`src/rtl/oppair_pkg.sv`:
```
// Package: shared constants and the opcode folding function.
// Assumes opcode bytes are 8 bits; class codes are also 8 bits.
package oppair_pkg;
    localparam int OP_W  = 8;
    localparam int KEY_W = 2 * OP_W;

    localparam logic [OP_W-1:0] CLS_PUSH  = 8'h80;
    localparam logic [OP_W-1:0] CLS_LOAD  = 8'h60;
    localparam logic [OP_W-1:0] CLS_STORE = 8'h40;

    // Reduce an opcode that carries payload bits to its class code.
    function automatic logic [OP_W-1:0] fold_opcode(input logic [OP_W-1:0] op);
        if (op[7])                 return CLS_PUSH;
        else if (op[7:5] == 3'b011) return CLS_LOAD;
        else if (op[7:5] == 3'b010) return CLS_STORE;
        else                        return op;
    endfunction
endpackage

```
`src/rtl/oppair_classifier.sv`:
```
// Module: oppair_classifier
// Combinational fold of a raw opcode byte into its class code.
// Assumes the caller qualifies the result with its own valid strobe.
module oppair_classifier
    import oppair_pkg::*;
(
    input  logic [OP_W-1:0] op_in,
    output logic [OP_W-1:0] cls_out
);
    // Class lookup through the shared folding function.
    always_comb begin
        cls_out = fold_opcode(op_in);
    end
endmodule

```
`src/rtl/oppair_former.sv`:
```
// Module: oppair_former
// Remembers the previous class code and emits a registered pair key
// for each strobed class once a previous class exists.
// Assumes clr and rst_n are synchronous; clr wins over a strobe.
module oppair_former
    import oppair_pkg::*;
(
    input  logic             clk,
    input  logic             rst_n,
    input  logic             clr,
    input  logic             in_valid,
    input  logic [OP_W-1:0]  in_cls,
    output logic             pair_valid,
    output logic [KEY_W-1:0] pair_key
);
    logic [OP_W-1:0] prev_cls_q;
    logic            have_prev_q;

    // Track the previous class and whether one has been seen.
    always_ff @(posedge clk) begin
        if (!rst_n || clr) begin
            prev_cls_q  <= '0;
            have_prev_q <= 1'b0;
        end else if (in_valid) begin
            prev_cls_q  <= in_cls;
            have_prev_q <= 1'b1;
        end
    end

    // Register the pair key when a strobe follows a known class.
    always_ff @(posedge clk) begin
        if (!rst_n || clr) begin
            pair_valid <= 1'b0;
            pair_key   <= '0;
        end else begin
            pair_valid <= in_valid && have_prev_q;
            if (in_valid && have_prev_q)
                pair_key <= {prev_cls_q, in_cls};
        end
    end

    // The first strobe after reset or clear forms no pair.
    assert_prime_only_R6: assert property (@(posedge clk) disable iff (!rst_n)
        (in_valid && !have_prev_q && !clr) |=> !pair_valid);

    // The low half of a pair key is the class strobed one cycle earlier.
    assert_key_order_R5: assert property (@(posedge clk) disable iff (!rst_n)
        (in_valid && have_prev_q && !clr) |=> (pair_key[OP_W-1:0] == $past(in_cls)));
endmodule

```
`src/rtl/oppair_table.sv`:
```
// Module: oppair_table
// Associative table of pair keys with saturating counters, an overflow
// counter for keys that find no room, and a registered readout port.
// Assumes at most one update per cycle and rd_idx below ENTRIES.
module oppair_table
    import oppair_pkg::*;
#(
    parameter  int ENTRIES = 16,
    parameter  int CNT_W   = 32,
    localparam int IDX_W   = (ENTRIES > 1) ? $clog2(ENTRIES) : 1
) (
    input  logic             clk,
    input  logic             rst_n,
    input  logic             clr,
    input  logic             upd_valid,
    input  logic [KEY_W-1:0] upd_key,
    input  logic [IDX_W-1:0] rd_idx,
    output logic [KEY_W-1:0] rd_key,
    output logic [CNT_W-1:0] rd_count,
    output logic             rd_valid,
    output logic [CNT_W-1:0] ovf_count
);
    localparam logic [CNT_W-1:0] CNT_MAX = {CNT_W{1'b1}};
    localparam logic [CNT_W-1:0] CNT_ONE = {{(CNT_W-1){1'b0}}, 1'b1};

    logic [KEY_W-1:0] key_q [ENTRIES];
    logic [CNT_W-1:0] cnt_q [ENTRIES];
    logic [ENTRIES-1:0] used_q;
    logic [ENTRIES-1:0] hit_vec;
    logic               any_hit;
    logic               free_ok;
    logic [IDX_W-1:0]   free_idx;

    // Pick the lowest unoccupied entry for a new key.
    always_comb begin
        free_ok  = 1'b0;
        free_idx = '0;
        for (int i = ENTRIES - 1; i >= 0; i--) begin
            if (!used_q[i]) begin
                free_ok  = 1'b1;
                free_idx = IDX_W'(i);
            end
        end
    end

    assign any_hit = |hit_vec;

    generate
        for (genvar g = 0; g < ENTRIES; g++) begin : g_entry
            // Match the incoming key against this entry.
            assign hit_vec[g] = used_q[g] && (key_q[g] == upd_key);

            // Update this entry on a hit or when it is chosen for a new key.
            always_ff @(posedge clk) begin
                if (!rst_n || clr) begin
                    used_q[g] <= 1'b0;
                    key_q[g]  <= '0;
                    cnt_q[g]  <= '0;
                end else if (upd_valid) begin
                    if (hit_vec[g]) begin
                        if (cnt_q[g] != CNT_MAX)
                            cnt_q[g] <= cnt_q[g] + CNT_ONE;
                    end else if (!any_hit && free_ok && (free_idx == IDX_W'(g))) begin
                        used_q[g] <= 1'b1;
                        key_q[g]  <= upd_key;
                        cnt_q[g]  <= CNT_ONE;
                    end
                end
            end

            // A count only falls through reset or clear.
            assert_count_monotonic_R9: assert property (@(posedge clk) disable iff (!rst_n)
                !clr |=> (cnt_q[g] >= $past(cnt_q[g])));
        end
    endgenerate

    // Count keys that arrive when no entry is left.
    always_ff @(posedge clk) begin
        if (!rst_n || clr)
            ovf_count <= '0;
        else if (upd_valid && !any_hit && !free_ok && (ovf_count != CNT_MAX))
            ovf_count <= ovf_count + CNT_ONE;
    end

    // Registered readout of the selected entry.
    always_ff @(posedge clk) begin
        if (!rst_n || clr) begin
            rd_key   <= '0;
            rd_count <= '0;
            rd_valid <= 1'b0;
        end else if (32'(rd_idx) < ENTRIES) begin
            rd_key   <= key_q[rd_idx];
            rd_count <= cnt_q[rd_idx];
            rd_valid <= used_q[rd_idx];
        end else begin
            rd_key   <= '0;
            rd_count <= '0;
            rd_valid <= 1'b0;
        end
    end

    // A key is never held by two entries.
    assert_unique_key_R7: assert property (@(posedge clk) disable iff (!rst_n)
        $onehot0(hit_vec));

    // Occupied entries form a gap-free run starting at index 0.
    assert_fill_prefix_R7: assert property (@(posedge clk) disable iff (!rst_n)
        ((used_q + 1'b1) & used_q) == '0);

    // Overflow only grows while every entry is occupied.
    assert_ovf_when_full_R8: assert property (@(posedge clk) disable iff (!rst_n)
        !clr |=> ((ovf_count == $past(ovf_count)) || (&$past(used_q))));
endmodule

```
`src/rtl/oppair_profiler.sv`:
```
// Module: oppair_profiler (top)
// Folds strobed opcodes into classes, forms adjacent pair keys and
// counts them in an associative table readable by index.
// Assumes synchronous active-low reset and a synchronous clear.
module oppair_profiler
    import oppair_pkg::*;
#(
    parameter  int ENTRIES = 16,
    parameter  int CNT_W   = 32,
    localparam int IDX_W   = (ENTRIES > 1) ? $clog2(ENTRIES) : 1
) (
    input  logic             clk,
    input  logic             rst_n,
    input  logic             clr,
    input  logic             op_valid,
    input  logic [7:0]       op_byte,
    input  logic [IDX_W-1:0] rd_idx,
    output logic [15:0]      rd_key,
    output logic [CNT_W-1:0] rd_count,
    output logic             rd_valid,
    output logic [CNT_W-1:0] ovf_count
);
    logic [OP_W-1:0]  cls;
    logic             pair_v;
    logic [KEY_W-1:0] pair_k;

    oppair_classifier u_cls (
        .op_in   (op_byte),
        .cls_out (cls)
    );

    oppair_former u_pair (
        .clk        (clk),
        .rst_n      (rst_n),
        .clr        (clr),
        .in_valid   (op_valid),
        .in_cls     (cls),
        .pair_valid (pair_v),
        .pair_key   (pair_k)
    );

    oppair_table #(
        .ENTRIES (ENTRIES),
        .CNT_W   (CNT_W)
    ) u_tab (
        .clk       (clk),
        .rst_n     (rst_n),
        .clr       (clr),
        .upd_valid (pair_v),
        .upd_key   (pair_k),
        .rd_idx    (rd_idx),
        .rd_key    (rd_key),
        .rd_count  (rd_count),
        .rd_valid  (rd_valid),
        .ovf_count (ovf_count)
    );

    // Pushes always land in the push class.
    assert_push_class_R1: assert property (@(posedge clk) disable iff (!rst_n)
        (op_valid && op_byte[7]) |-> (cls == 8'h80));

    // Every class code is one of the folded codes or below 0x40.
    assert_class_range_R4: assert property (@(posedge clk) disable iff (!rst_n)
        op_valid |-> ((cls < 8'h40) || (cls == 8'h40) || (cls == 8'h60) || (cls == 8'h80)));
endmodule

```
`config.mk`:
```
export PLATFORM = sky130hd
export DESIGN_NAME = oppair_profiler
export DESIGN_NICKNAME = d
export VERILOG_FILES = /design/src/rtl/oppair_pkg.sv /design/src/rtl/oppair_classifier.sv /design/src/rtl/oppair_former.sv /design/src/rtl/oppair_table.sv /design/src/rtl/oppair_profiler.sv
export SDC_FILE = /design/constraint.sdc
export NUM_CORES = 2
export LEC_CHECK = 0
export ABC_CLOCK_PERIOD_IN_PS = 6300
export BUFFER_PORTS_ARGS = -buffer_cell sky130_fd_sc_hd__buf_4
export CAP_MARGIN = 0
export CORE_AREA = 2 2 320 322
export DETAILED_ROUTE_END_ITERATION = 6
export DIE_AREA = 0 0 322 324
export GPL_ROUTABILITY_DRIVEN = 0
export PLACE_DENSITY = 0.7
export SKIP_CTS_REPAIR_TIMING = 1
export SYNTH_ARGS = -nofsm -noshare
export SYNTH_HDL_FRONTEND = slang
export SYNTH_SLANG_ARGS = --single-unit
```
`constraint.sdc`:
```
create_clock -name clk -period 6.3 [get_ports clk]
set_input_delay 0.63 -clock clk [delete_from_list [all_inputs] [get_ports clk]]
set_output_delay 0.63 -clock clk [all_outputs]
set_load 0.03 [all_outputs]
```
==> out/qor.txt <==
Cells after Synth - 4,434
I/O pins - 97
ys async rst share - 0%
number of hold violations in the final report - 0
register area share after synthesis - 51.0%
Worst setup endpoint - u_tab.key_q[14][11]
CTS tree - yes
R2R Setup Slk - 1220 ps
max cap viols - 0
Die H - 324 um
Warnings, synthesis - 0
reg2reg path depth - 9
synthesized flop and latch total - 891
Site Rows - 117
Post-Synthesis Cell Area - 50,000 um2
first-pass GRT wire length - 220,000 um
crit start category - flip-flop
Skew-Pair Late Insertion Delay - 690 ps
Max Fclk - 197 MHz
DR DRC count - 0
Root Buffer - clkbuf_16
antenna violations before repair - 18
GRT Residual Overflow - 0
synthesis-to-layout area growth - 10.8%
mean routed wirelength per cell - 25.3 um
H-tree depth - 3
Rel. slew slack - 7.22%
total negative slack - 0 ps
via count - 37.3k
final net count - 4,501
RR Startpoint - u_pair.pair_key[11]
worst-path maximum fanout - 28
layout cells sized above 1 - 13.9%
Critical Path RT - 6590 ps
DRT Pass-1 Iters - 6
Least-Margin Pin Slew - 1370 ps
Critical Path Sink Type - flip-flop
Initial Util - 49.5%
vias in the first global route - 34.5k
CTS Buffer Depth - 3
Critical Path AT - 5360 ps
clock transition at the registers of the reported paths - 60 ps
final setup fails - 0
filler instances - 8,344
number of flops mapped to enable cells by yosys - 768
Pleak - 18.2 nW
minimum clock period - 5080 ps
run status - completed
RSZ-0062 raised after global routing - no
hold path cells - 3
PD cells - 250 nW/um2
Die ar. - 104,000 um2
synthesized area per cell - 11.3 um2
hold_sp - op_byte[3]
All-Layer GR Usage - 28.2%
DIE WIDTH - 322 um
Port-buffer cells - 96
CTS sink count - 891
VDD IR-drop max - 0.182 mV
largest net degree at the start of global routing - 121
worst min path class - input pin to flip-flop
Cell variety after synth - 59
DP HPWL - 105,000 um
post-synth net total - 4,467
Final Max Tran Viols - 0
CP startpoint - u_pair.pair_key[11]
period utilization - 80.6%
Setup CP Type - flip-flop to flip-flop
worst clock skew - 33.5 ps
core box area - 101,000 um2
ys flop type - edfxtp_1
Final ANT Viol Nets - 0
Core Util, Final - 54.9%
Vias/cell - 6.36
Num CTS Buffers - 98
1st-iter DRT viols - 5,538
final wirelength - 149,000 um
reg-to-reg endpoint - u_tab.key_q[14][11]
-- layer usage --
metal | routed length (um) | GRT usage (%)
met1 | 59100 | 40.4
met2 | 63600 | 40.9
met3 | 19700 | 7.76
met4 | 6030 | 10.7
met5 | 92 | 0
-- state kept, by name, indices dropped and copies added, names as in the netlist --
name	cells
u_tab.rd_valid	1
u_tab.used_q	16
u_tab.rd_count	32
u_pair.prev_cls_q	8
u_pair.pair_key	16
u_tab.ovf_count	32
u_pair.have_prev_q	1
u_tab.cnt_q	512
u_tab.rd_key	16
u_tab.key_q	256
u_pair.pair_valid	1
-- placed cells by master, fill, tap and decap left out, types with 6 or more instances in the layout --
master     count
a21oi_1       59
and2_1        81
and3_1       101
and4_1        45
buf_4        170
bufinv_16     10
clkbuf_1      21
clkbuf_16     99
clkbuf_8      12
clkinv_1       7
clkinv_2      17
dfxtp_1      123
diode_2        7
edfxtp_1     768
ha_1          17
inv_1         57
mux2i_1       27
mux4_2       245
nand2_1      314
nand2b_1      37
nand3_1      261
nand4_1      162
nand4b_1       6
nor2_1       770
nor2_4         9
nor2b_1       14
nor3_1       167
nor3b_1        7
nor4_1        45
o21ai_0       16
o22ai_1        6
or2_2         28
or3_1         21
or4_1         23
xnor2_1      367
xor2_1       364
-- cell type report --
class	instances	area, um2	share of cell area [%]
Clock inverter	52	592	1.07
Antenna cell	7	17.5	0.0316
Tap cell	1309	1640	2.95
Timing Repair Buffer	176	1390	2.50
Sequential cell	891	25500	46.0
Multi-Input combinational cell	3244	23400	42.1
Clock buffer	132	2720	4.91
Inverter	57	214	0.386
-- stage by stage --
step | instance area, um2 | std cells | hold WS [ps] | power (W) | setup slack, ps
after global placement | 52100 | 5677 | 445 | 0.00796 | 1530
after CTS | 55400 | 5861 | 218 | 0.0139 | 1450
after floorplan | 50000 | 4434 | 431 | 0.00759 | 1210
after detailed placement | 52100 | 5677 | 444 | 0.00798 | 1460
final | 55500 | 5868 | 247 | 0.0139 | 1220
after global routing | 55400 | 5861 | 244 | 0.0142 | 1100
-- worst min path at each step --
stage / to / slack [ps]
6_report: u_pair.prev_cls_q[3] / 250
5_1_grt: u_pair.prev_cls_q[3] / 240
4_1_cts: u_pair.prev_cls_q[3] / 220
3_5_place_dp: u_pair.pair_key[13] / 440
3_3_place_gp: u_pair.pair_key[13] / 450
2_1_floorplan: u_pair.pair_key[13] / 430
-- where the power goes --
part / total (W) / internal, W / switching, W
logic: 0.000953 / 0.000423 / 0.000530
registers: 0.00695 / 0.00663 / 0.000313
clock network: 0.00596 / 0.00346 / 0.00250
-- kinds of logic after synthesis --
logic type | share of synthesized area (%)
AO/OA/AOI/OAI | 1.38
adder cells (fa/ha/maj) | 0.425
flip-flops | 51.0
XOR/XNOR | 12.8
multiplexers | 11.6
buffers and inverters | 2.47
AND/OR/NAND/NOR | 20.4
-- cells in the mapped netlist (57+ instances only) --
cell type    n  area, um2
xnor2_1    367       3210
nor3_1     167        836
and3_1     101        632
a21oi_1     59        295
and2_1      81        507
dfxtp_1    123       2460
nand4_1    162       1010
xor2_1     364       3190
inv_1       57        214
nand2_1    314       1180
mux4_2     245       5520
nand3_1    262       1310
nor2_1     770       2890
clkbuf_1   158        593
edfxtp_1   768      23100
-- worst max-delay path, cell delays in order, from the launching register on --
cell     delay (ps)
dfxtp_1        1120
xor2_1          180
nor4_1          320
nand2_1          80
nor4b_1        1100
nor3_1          170
and3_1          260
buf_4           230
nand4_1         610
nand2_1         590
(Power assumes the default switching activity.)
